`config.mk`:
```
export PLATFORM = sky130hd
export DESIGN_NAME = vend_ctrl
export DESIGN_NICKNAME = d
export VERILOG_FILES = /design/src/rtl/vend_pkg.sv /design/src/rtl/vend_arbiter.sv /design/src/rtl/vend_next.sv /design/src/rtl/vend_outreg.sv /design/src/rtl/vend_ctrl.sv
export SDC_FILE = /design/constraint.sdc
export NUM_CORES = 1
export LEC_CHECK = 0
export BUFFER_PORTS_ARGS = -buffer_cell sky130_fd_sc_hd__buf_4
export CAP_MARGIN = 20
export CORE_AREA = 2 2 39 41
export CTS_CLUSTER_SIZE = 14
export DETAILED_ROUTE_END_ITERATION = 10
export DIE_AREA = 0 0 41 43
export PLACE_DENSITY = 0.59
export SKIP_LAST_GASP = 1
export SYNTH_ARGS = -nofsm -noshare
export SYNTH_HDL_FRONTEND = slang
export SYNTH_HIERARCHICAL = 1
export SYNTH_SLANG_ARGS = --single-unit
```
`constraint.sdc`:
```
create_clock -name clk -period 1.28 [get_ports clk]
set_input_delay 0.128 -clock clk [delete_from_list [all_inputs] [get_ports clk]]
set_output_delay 0.128 -clock clk [all_outputs]
set_load 0.02 [all_outputs]
```
`src/rtl/vend_pkg.sv`:
```
package vend_pkg;

  localparam int CRED_W  = 2;
  localparam int NUM_OUT = 4;

  typedef enum logic [CRED_W-1:0] {
    CR0  = 2'b00,
    CR5  = 2'b01,
    CR10 = 2'b10,
    CR15 = 2'b11
  } credit_e;

  typedef enum logic [2:0] {
    CMD_IDLE,
    CMD_NICKEL,
    CMD_DIME,
    CMD_VEND,
    CMD_REFUND
  } cmd_e;

  typedef struct packed {
    logic drop;
    logic r15;
    logic r10;
    logic r5;
  } strobe_t;

  localparam strobe_t STROBE_NONE = '0;

endpackage

```
`src/rtl/vend_arbiter.sv`:
```
module vend_arbiter
  import vend_pkg::*;
(
  input  logic nickel,
  input  logic dime,
  input  logic vend,
  input  logic refund,
  output cmd_e cmd
);

  always_comb begin
    if (refund)      cmd = CMD_REFUND;
    else if (vend)   cmd = CMD_VEND;
    else if (dime)   cmd = CMD_DIME;
    else if (nickel) cmd = CMD_NICKEL;
    else             cmd = CMD_IDLE;
  end

endmodule

```
`src/rtl/vend_next.sv`:
```
module vend_next
  import vend_pkg::*;
(
  input  credit_e cur,
  input  cmd_e    cmd,
  output credit_e nxt,
  output strobe_t fire
);

  credit_e cur_safe;

  always_comb begin
    case (cur)
      CR5:     cur_safe = CR5;
      CR10:    cur_safe = CR10;
      CR15:    cur_safe = CR15;
      default: cur_safe = CR0;
    endcase
  end

  always_comb begin
    nxt  = cur_safe;
    fire = STROBE_NONE;
    case (cmd)
      CMD_REFUND: begin
        nxt = CR0;
        case (cur_safe)
          CR5:     fire.r5  = 1'b1;
          CR10:    fire.r10 = 1'b1;
          CR15:    fire.r15 = 1'b1;
          default: fire     = STROBE_NONE;
        endcase
      end
      CMD_VEND: begin
        if (cur_safe == CR15) begin
          nxt       = CR0;
          fire.drop = 1'b1;
        end
      end
      CMD_DIME: begin
        case (cur_safe)
          CR0:     nxt = CR10;
          CR5:     nxt = CR15;
          CR10:    begin nxt = CR15; fire.r5  = 1'b1; end
          default: begin nxt = CR15; fire.r10 = 1'b1; end
        endcase
      end
      CMD_NICKEL: begin
        case (cur_safe)
          CR0:     nxt = CR5;
          CR5:     nxt = CR10;
          CR10:    nxt = CR15;
          default: begin nxt = CR15; fire.r5 = 1'b1; end
        endcase
      end
      default: begin
        nxt  = cur_safe;
        fire = STROBE_NONE;
      end
    endcase
  end

endmodule

```
`src/rtl/vend_outreg.sv`:
```
module vend_outreg
  import vend_pkg::*;
#(
  parameter int W = NUM_OUT
) (
  input  logic         clk,
  input  logic         rst,
  input  logic [W-1:0] d,
  output logic [W-1:0] q
);

  always_ff @(posedge clk) begin
    if (rst) q <= '0;
    else     q <= d;
  end

endmodule

```
`src/rtl/vend_ctrl.sv`:
```
module vend_ctrl
  import vend_pkg::*;
(
  input  logic clk,
  input  logic rst,
  input  logic coin_nickel,
  input  logic coin_dime,
  input  logic req_item,
  input  logic req_refund,
  output logic drop_item,
  output logic ret_5,
  output logic ret_10,
  output logic ret_15
);

  cmd_e    cmd;
  credit_e credit_q;
  credit_e credit_d;
  strobe_t fire_d;
  strobe_t fire_q;

  vend_arbiter u_arb (
    .nickel (coin_nickel),
    .dime   (coin_dime),
    .vend   (req_item),
    .refund (req_refund),
    .cmd    (cmd)
  );

  vend_next u_next (
    .cur  (credit_q),
    .cmd  (cmd),
    .nxt  (credit_d),
    .fire (fire_d)
  );

  always_ff @(posedge clk) begin
    if (rst) credit_q <= CR0;
    else     credit_q <= credit_d;
  end

  vend_outreg #(.W(NUM_OUT)) u_oreg (
    .clk (clk),
    .rst (rst),
    .d   (fire_d),
    .q   (fire_q)
  );

  assign drop_item = fire_q.drop;
  assign ret_15    = fire_q.r15;
  assign ret_10    = fire_q.r10;
  assign ret_5     = fire_q.r5;

endmodule

```
==> run summary, run 1 <==
====================================================================================================
Run status                                                                              finished clean
Synthesized-area fraction occupied by and/or/nand/nor cells                                    40.6%
Placed wire-length estimate after detailed placement                                          504 um
Mean instance size in the synthesized netlist                                               8.15 um2
Y dimension of the die                                                                         43 um
Relative max-transition margin                                                                 78.0%
Type of destination of the critical path                                                        flop
Commonest cells after routing, fill and taps aside                                      10 x sky130_fd_sc_hd__buf_4, 9 x sky130_fd_sc_hd__nor2b_1, 6 x sky130_fd_sc_hd__dfxtp_1
Number of core rows                                                                               14
Maximum number of buffers from clock root to sink                                                  2
Synth Area in XOR/XNOR                                                                            0%
Maximum clock skew at final layout                                                          0.256 ps
Achievable clock frequency                                                                   874 MHz
Portion of the post-synthesis area used by sequential elements                                 32.8%
Pin count of the biggest net entering global routing                                              13
Share of cell area taken by muxes after synthesis                                              2.73%
Post-route clock period utilization                                                            89.4%
Total leakage power                                                                      0.000193 uW
Final wirelength                                                                              659 um
Startpoint of the most critical register-to-register path                               credit_q[0]$_SDFF_PP0_
Critical Path Fanout Max                                                                           7
Post-DR wirelength/cell                                                                      9.15 um
Full die area                                                                            0.00176 mm2
CTS tree                                                                                       built
Final-layout fill cell count                                                                     141
Slew of the pin with the lowest slew margin                                                   331 ps
Worst supply voltage drop on vdd                                                            0.200 mV
Startpoint of the most critical hold path                                                        rst
Clock-pin slew reported for the worst setup and hold paths after clock tree synthesis          40 ps
Area grow syn2layout                                                                           28.7%
CP max stage delay                                                                            440 ps
Number of gates resized after cts                                                                  0
Number of hold violations in the final report                                                      0
Synthesized Nets                                                                                  51
Pwr Density                                                                               946 mW/mm2
Placed instance count                                                                             69
Yosys synthesis warning count                                                                      6
Unique masters post-synth                                                                         21
Number of nets still failing antenna checks after routing                                          0
Most frequent standard cell in the layout excluding fill and tap cells                  sky130_fd_sc_hd__buf_4
Start-to-end type of the worst setup path                                                    reg2reg
Proportion of layout cells with a drive suffix above 1                                         28.6%
TritonCTS sink count                                                                               6
Worst path cell trace                                                                   nor2b_1 > o21ai_1 > a211oi_2 > nor2b_1
Number of max-slew violations in the final report                                                  0
Cts hold-fix bufs                                                                                  0
Crit path required time                                                                      1460 ps
Compound-cell area share of the yosys netlist                                                  17.4%
Diodes inserted                                                                                    0
Starting density of the core                                                                   26.5%
Worst endpoint data arrival time                                                             1320 ps
Post-layout minimum cycle time                                                               1140 ps
Crit start category                                                                             flop
Number of DRC markers in iteration 0                                                               6
H-Tree Depth                                                                                       1
Post-synthesis instance area                                                                 367 um2
Initial DRT Pass Iterations                                                                        2
Master cell of the clock root buffer                                                    sky130_fd_sc_hd__clkbuf_4
Post CTS Setup Buffer Count                                                                        0
Source of the critical timing path                                                      credit_q[0]$_SDFF_PP0_
Clock latency at the later pin of the worst-skew pair                                         240 ps
Final global-route overflow total                                                                  0
Overall global routing resource usage                                                          7.61%
Drt via density                                                                                 4.33
Largest family of logic cells by synthesized area                                       simple AND/OR/NAND/NOR gates
Routed vias                                                                                      312
Post-synthesis sequential element count                                                            6
Final routed DRC violation total                                                                   0
Number of global-route vias before repair                                                        232
Number of input and output port buffers inserted                                                   9
Min-Delay Path Class                                                                          in2reg
Area share of fa/ha/maj cells after synthesis                                                     0%
Setup repair after global routing missed its margin                                               no
Cell with the most instances on the worst path                                          sky130_fd_sc_hd__nor2b_1
Synthesized instance count                                                                        45
Post-route non-filler standard cell count                                                         72
Last weighted congestion value of the routability-driven placer                                0.778
TritonCTS buffer count                                                                             3
Die extent in x                                                                                41 um
Minimum hold slack                                                                           89.9 ps
Number of antenna violations at the first check in global routing                                  0
Slowest cell on crit path                                                               sky130_fd_sc_hd__dfxtp_1
Total I/O pin count                                                                               10
Global-route wire length before repair                                                        883 um
Number of violations of the max-capacitance limit                                                  0
Core area                                                                                0.00138 mm2
Setup Viol. Count Final                                                                            0
Number of nets in the final layout                                                                64
====================================================================================================
## synthesized netlist by cell type (all sizes together)
master	number	area, um2
and2b	1	7.51
buf	2	12.5
dfxtp	6	120
a221oi	1	8.76
a21oi	3	18.8
nand2	2	7.51
a211oi	1	12.5
nor4	1	6.26
or2	1	6.26
nand2b	3	18.8
inv	3	11.3
mux2i	1	10.0
nand4bb	1	16.3
nor2	2	7.51
nand3b	1	7.51
o21ai	3	15.0
nor2b	9	56.3
nor3	3	15.0
a22o	1	8.76
## cell type report
cell class,count,area [um2],area share (%)
Tap cell,16,20.0,4.24
Timing Repair Buffer,10,75.1,15.9
Inverter,3,11.3,2.39
Multi-Input combinational cell,34,223,47.2
Clock buffer,3,22.5,4.77
Sequential cell,6,120,25.5
## where the power goes
| group | leakage, uW | internal [uW] | switching (uW) |
|---|---|---|---|
| clock | 0.0000138 | 106 | 62.9 |
| sequential | 0.0000486 | 192 | 6.69 |
| combinational | 0.000130 | 39.8 | 38.8 |
## layer usage
layer  track usage [%]  vias up  share of wire [%]
met4              10.0        0                  0
li1                  -      174                  -
met2              10.0        6                 49
met5                 0        -                  0
met3                 0        0                3.9
met1              9.24      132                 47
## state kept, by name, indices dropped and copies added, names as in the netlist
name,flops
u_oreg/q,4
credit_q,2
## kinds of logic (layout without fill, tap and decap cells)
group / Yosys count / count (layout)
buf+inv: 5 / 16
compound gates: 9 / 9
flops: 6 / 6
mux: 1 / 1
simple gates: 24 / 24
## path summary, 6_finish.rpt
kind	end	slack, ps	cells past startpoint
hold reg to reg	u_oreg/q[3]$_SDFF_PP0_	690	3
setup / recovery	credit_q[0]$_SDFF_PP0_	140	4
hold / removal	credit_q[0]$_SDFF_PP0_	90	2
setup reg to reg	credit_q[0]$_SDFF_PP0_	140	4
## worst max-delay path: cells and delay by family (launching register included)
kind / cells / cell delay, ps
AO/OA/AOI/OAI: 2 / 300
flip-flops: 1 / 440
AND/OR/NAND/NOR: 2 / 350
## per-stage QoR
| stage | setup slack, ps | utilization (%) | TNS [ps] | power, uW | instance area [um2] |
|---|---|---|---|---|---|
| after floorplan | 202 | - | 0 | 256 | 367 |
| final | 136 | 34.1 | 0 | 446 | 472 |
| after global placement | -6.69 | 32.5 | -6.69 | 281 | 449 |
| after CTS | 118 | 34.1 | 0 | 457 | 472 |
| after global routing | 59.8 | 34.1 | 0 | 470 | 472 |
| after detailed placement | -23.0 | 32.5 | -23.0 | 281 | 449 |
(Power assumes the default switching activity.)
==> inputs of run 2 (changes only) <==
--- a/config.mk
+++ b/config.mk
@@ -11,7 +11,9 @@
 export CTS_CLUSTER_SIZE = 14
 export DETAILED_ROUTE_END_ITERATION = 10
 export DIE_AREA = 0 0 41 43
+export GPL_TIMING_DRIVEN = 0
 export PLACE_DENSITY = 0.59
+export SKIP_CTS_REPAIR_TIMING = 1
 export SKIP_LAST_GASP = 1
 export SYNTH_ARGS = -nofsm -noshare
 export SYNTH_HDL_FRONTEND = slang
==> run 2 against run 1 <==
Net effect: die area stayed put; largest power group unchanged; flip-flop and latch count stayed put; count of clock-buffer cells in the layout stayed put; cell count is 1.4% higher; via count is 5.4% higher; clock power hardly changed; core utilization is 0.36 points higher; total power is 0.36% higher; cell area is 1.1% higher.
==> run summary, run 2 (same netlist as run 1, synthesis figures left out) <==
====================================================================================================
Placed wire-length estimate after detailed placement                                          525 um   +4.2%
Worst endpoint data arrival time                                                             1320 ps   about the same
Gate power share                                                                               18.0%   +0.4 points
Maximum number of buffers from clock root to sink                                                  2   unchanged
Minimum hold slack                                                                           94.5 ps   +4.62 ps
Placed instance count                                                                             70   +1.4%
Biggest regs                                                                            u_oreg/q x4, credit_q x2
Full die area                                                                            0.00176 mm2   unchanged
Initial DRT Pass Iterations                                                                        4   +2
Metal3 WL                                                                                      32 um   +23%
Number of violations of the max-capacitance limit                                                  0   unchanged
Post-route non-filler standard cell count                                                         73   +1.4%
Fraction of power consumed by the clock network                                                37.5%   -0.3 points
Clock-pin slew reported for the worst setup and hold paths after clock tree synthesis          40 ps   about the same
Commonest cells after routing, fill and taps aside                                      10 x sky130_fd_sc_hd__buf_4, 9 x sky130_fd_sc_hd__nor2b_1, 6 x sky130_fd_sc_hd__dfxtp_1
Internal power                                                                                339 uW   +0.28%
Min-Delay Path Class                                                                          in2reg
Register share of total power                                                                  44.5%   about the same
Routed vias                                                                                      329   +5.4%
Detailed route wirelength on metal2                                                           336 um   +4.7%
Drt via density                                                                                 4.51   +4.0%
Global-route wire length before repair                                                       1.13 mm   +28%
Proportion of layout cells with a drive suffix above 1                                         29.8%   +1.3 points
Crit path required time                                                                      1460 ps   about the same
Clock latency at the later pin of the worst-skew pair                                         240 ps   about the same
Core area                                                                                0.00138 mm2   unchanged
Start-to-end type of the worst setup path                                                    reg2reg
Number of input and output port buffers inserted                                                   9   unchanged
Number of hold violations in the final report                                                      0   unchanged
Last weighted congestion value of the routability-driven placer                                0.733   -5.8%
Max FFs per register                                                                               4   unchanged
TritonCTS sink count                                                                               6   unchanged
Number of global-route vias before repair                                                        289   +25%
Largest register by flop count                                                              u_oreg/q
Switch share                                                                                   24.3%   +0.058 points
Y dimension of the die                                                                         43 um   unchanged
H-Tree Depth                                                                                       1   unchanged
Post-route clock period utilization                                                            89.7%   +0.28 points
Achievable clock frequency                                                                   871 MHz   -0.31%
Number of cells traversed by the worst hold path                                                   2   unchanged
Crit start category                                                                             flop
Met1 routed wirelength after detailed routing                                                 319 um   +2.2%
Final routed DRC violation total                                                                   0   unchanged
Number of antenna violations at the first check in global routing                                  0   unchanged
Diodes inserted                                                                                    0   unchanged
Final-layout fill cell count                                                                     140   -0.71%
Pwr Density                                                                               939 mW/mm2   -0.70%
CTS tree                                                                                       built
TritonCTS buffer count                                                                             3   unchanged
Total I/O pin count                                                                               10   unchanged
Die extent in x                                                                                41 um   unchanged
Final wirelength                                                                              688 um   +4.4%
Area grow syn2layout                                                                           30.0%
Setup repair after global routing missed its margin                                               no
Maximum clock skew at final layout                                                          0.221 ps   -0.0341 ps
Core Util, Final                                                                               34.4%   +0.36 points
Number of nets still failing antenna checks after routing                                          0   unchanged
Final global-route overflow total                                                                  0   unchanged
Pin count of the biggest net entering global routing                                              11   -2
Relative max-transition margin                                                                 83.1%   +5.2 points
Setup Viol. Count Final                                                                            0   unchanged
Number of DRC markers in iteration 0                                                               5   -1
Post-layout minimum cycle time                                                               1150 ps   +3.57 ps
Most frequent standard cell in the layout excluding fill and tap cells                  sky130_fd_sc_hd__buf_4
Power spent charging and discharging nets                                                     109 uW   +0.60%
Highest metal used                                                                              met3
Type of destination of the critical path                                                        flop
Number of nets in the final layout                                                                65   +1.6%
Starting density of the core                                                                   26.5%   unchanged
Run status                                                                              finished clean
Overall global routing resource usage                                                          9.42%   +1.8 points
Critical Path Fanout Max                                                                           7   unchanged
Total leakage power                                                                      0.000197 uW   +2.2%
Number of max-slew violations in the final report                                                  0   unchanged
Master cell of the clock root buffer                                                    sky130_fd_sc_hd__clkbuf_4
Worst supply voltage drop on vdd                                                            0.173 mV   -13%
Slew of the pin with the lowest slew margin                                                   252 ps   -78.6 ps
Post-DR wirelength/cell                                                                      9.42 um   +3.0%
Worst reg-to-reg path cell count                                                                   4   unchanged
Number of core rows                                                                               14   unchanged
====================================================================================================
## run 2: cell types whose count changed in the layout (fill, tap and decap cells not counted)
cell,change
sky130_fd_sc_hd__buf_2,+1
## run 2: layout make-up
class                           instances  area (um2)  area share [%]
Timing Repair Buffer                    9        67.6            14.2
Multi-Input combinational cell         34         223            46.7
Buffer                                  2        12.5            2.62
Tap cell                               16        20.0            4.20
Sequential cell                         6         120            25.2
Inverter                                3        11.3            2.36
Clock buffer                            3        22.5            4.72
## run 2: routing by layer
metal | global-route usage (%) | vias to the layer above
li1 | - | 180
met1 | 13.1 | 141
met2 | 11.9 | 8
met3 | 0 | 0
met4 | 10.0 | 0
met5 | 0 | -
## run 2: path summary, 6_finish.rpt
path,slack [ps],start,end
worst max-delay path,130,credit_q[0]$_SDFF_PP0_,credit_q[1]$_SDFF_PP0_
worst min-delay path,90,rst,u_oreg/q[3]$_SDFF_PP0_
worst max register to register,130,credit_q[0]$_SDFF_PP0_,credit_q[1]$_SDFF_PP0_
worst min register to register,700,credit_q[0]$_SDFF_PP0_,u_oreg/q[3]$_SDFF_PP0_
## run 2: critical path, cell delays in order (launching register included)
cell and delay (ps):
sky130_fd_sc_hd__dfxtp_1 450, sky130_fd_sc_hd__or2_1 160, sky130_fd_sc_hd__o21ai_1 60, sky130_fd_sc_hd__a221oi_1 260
sky130_fd_sc_hd__nor2b_1 160
## run 2: metrics by stage
| step | power (uW) | setup slack [ps] | TNS [ps] | cell area [um2] |
|---|---|---|---|---|
| 6_report | 448 | 132 | 0 | 477 |
| 3_5_place_dp | 283 | -23.0 | -23.0 | 454 |
| 5_1_grt | 475 | 11.3 | 0 | 477 |
| 2_1_floorplan | 256 | 202 | 0 | 367 |
| 4_1_cts | 461 | 139 | 0 | 477 |
| 3_3_place_gp | 281 | -4.90 | -4.90 | 454 |
## run 2: power groups by stage
| stage | sequential (uW) | combinational [uW] | clock (uW) |
|---|---|---|---|
| CTS | 199 | 80.8 | 181 |
| floorplan | 201 | 54.6 | 0 |
| global placement | 202 | 79.0 | 0 |
| global route | 200 | 90.0 | 185 |
| detailed placement | 202 | 80.8 | 0 |
| finish | 199 | 80.4 | 168 |
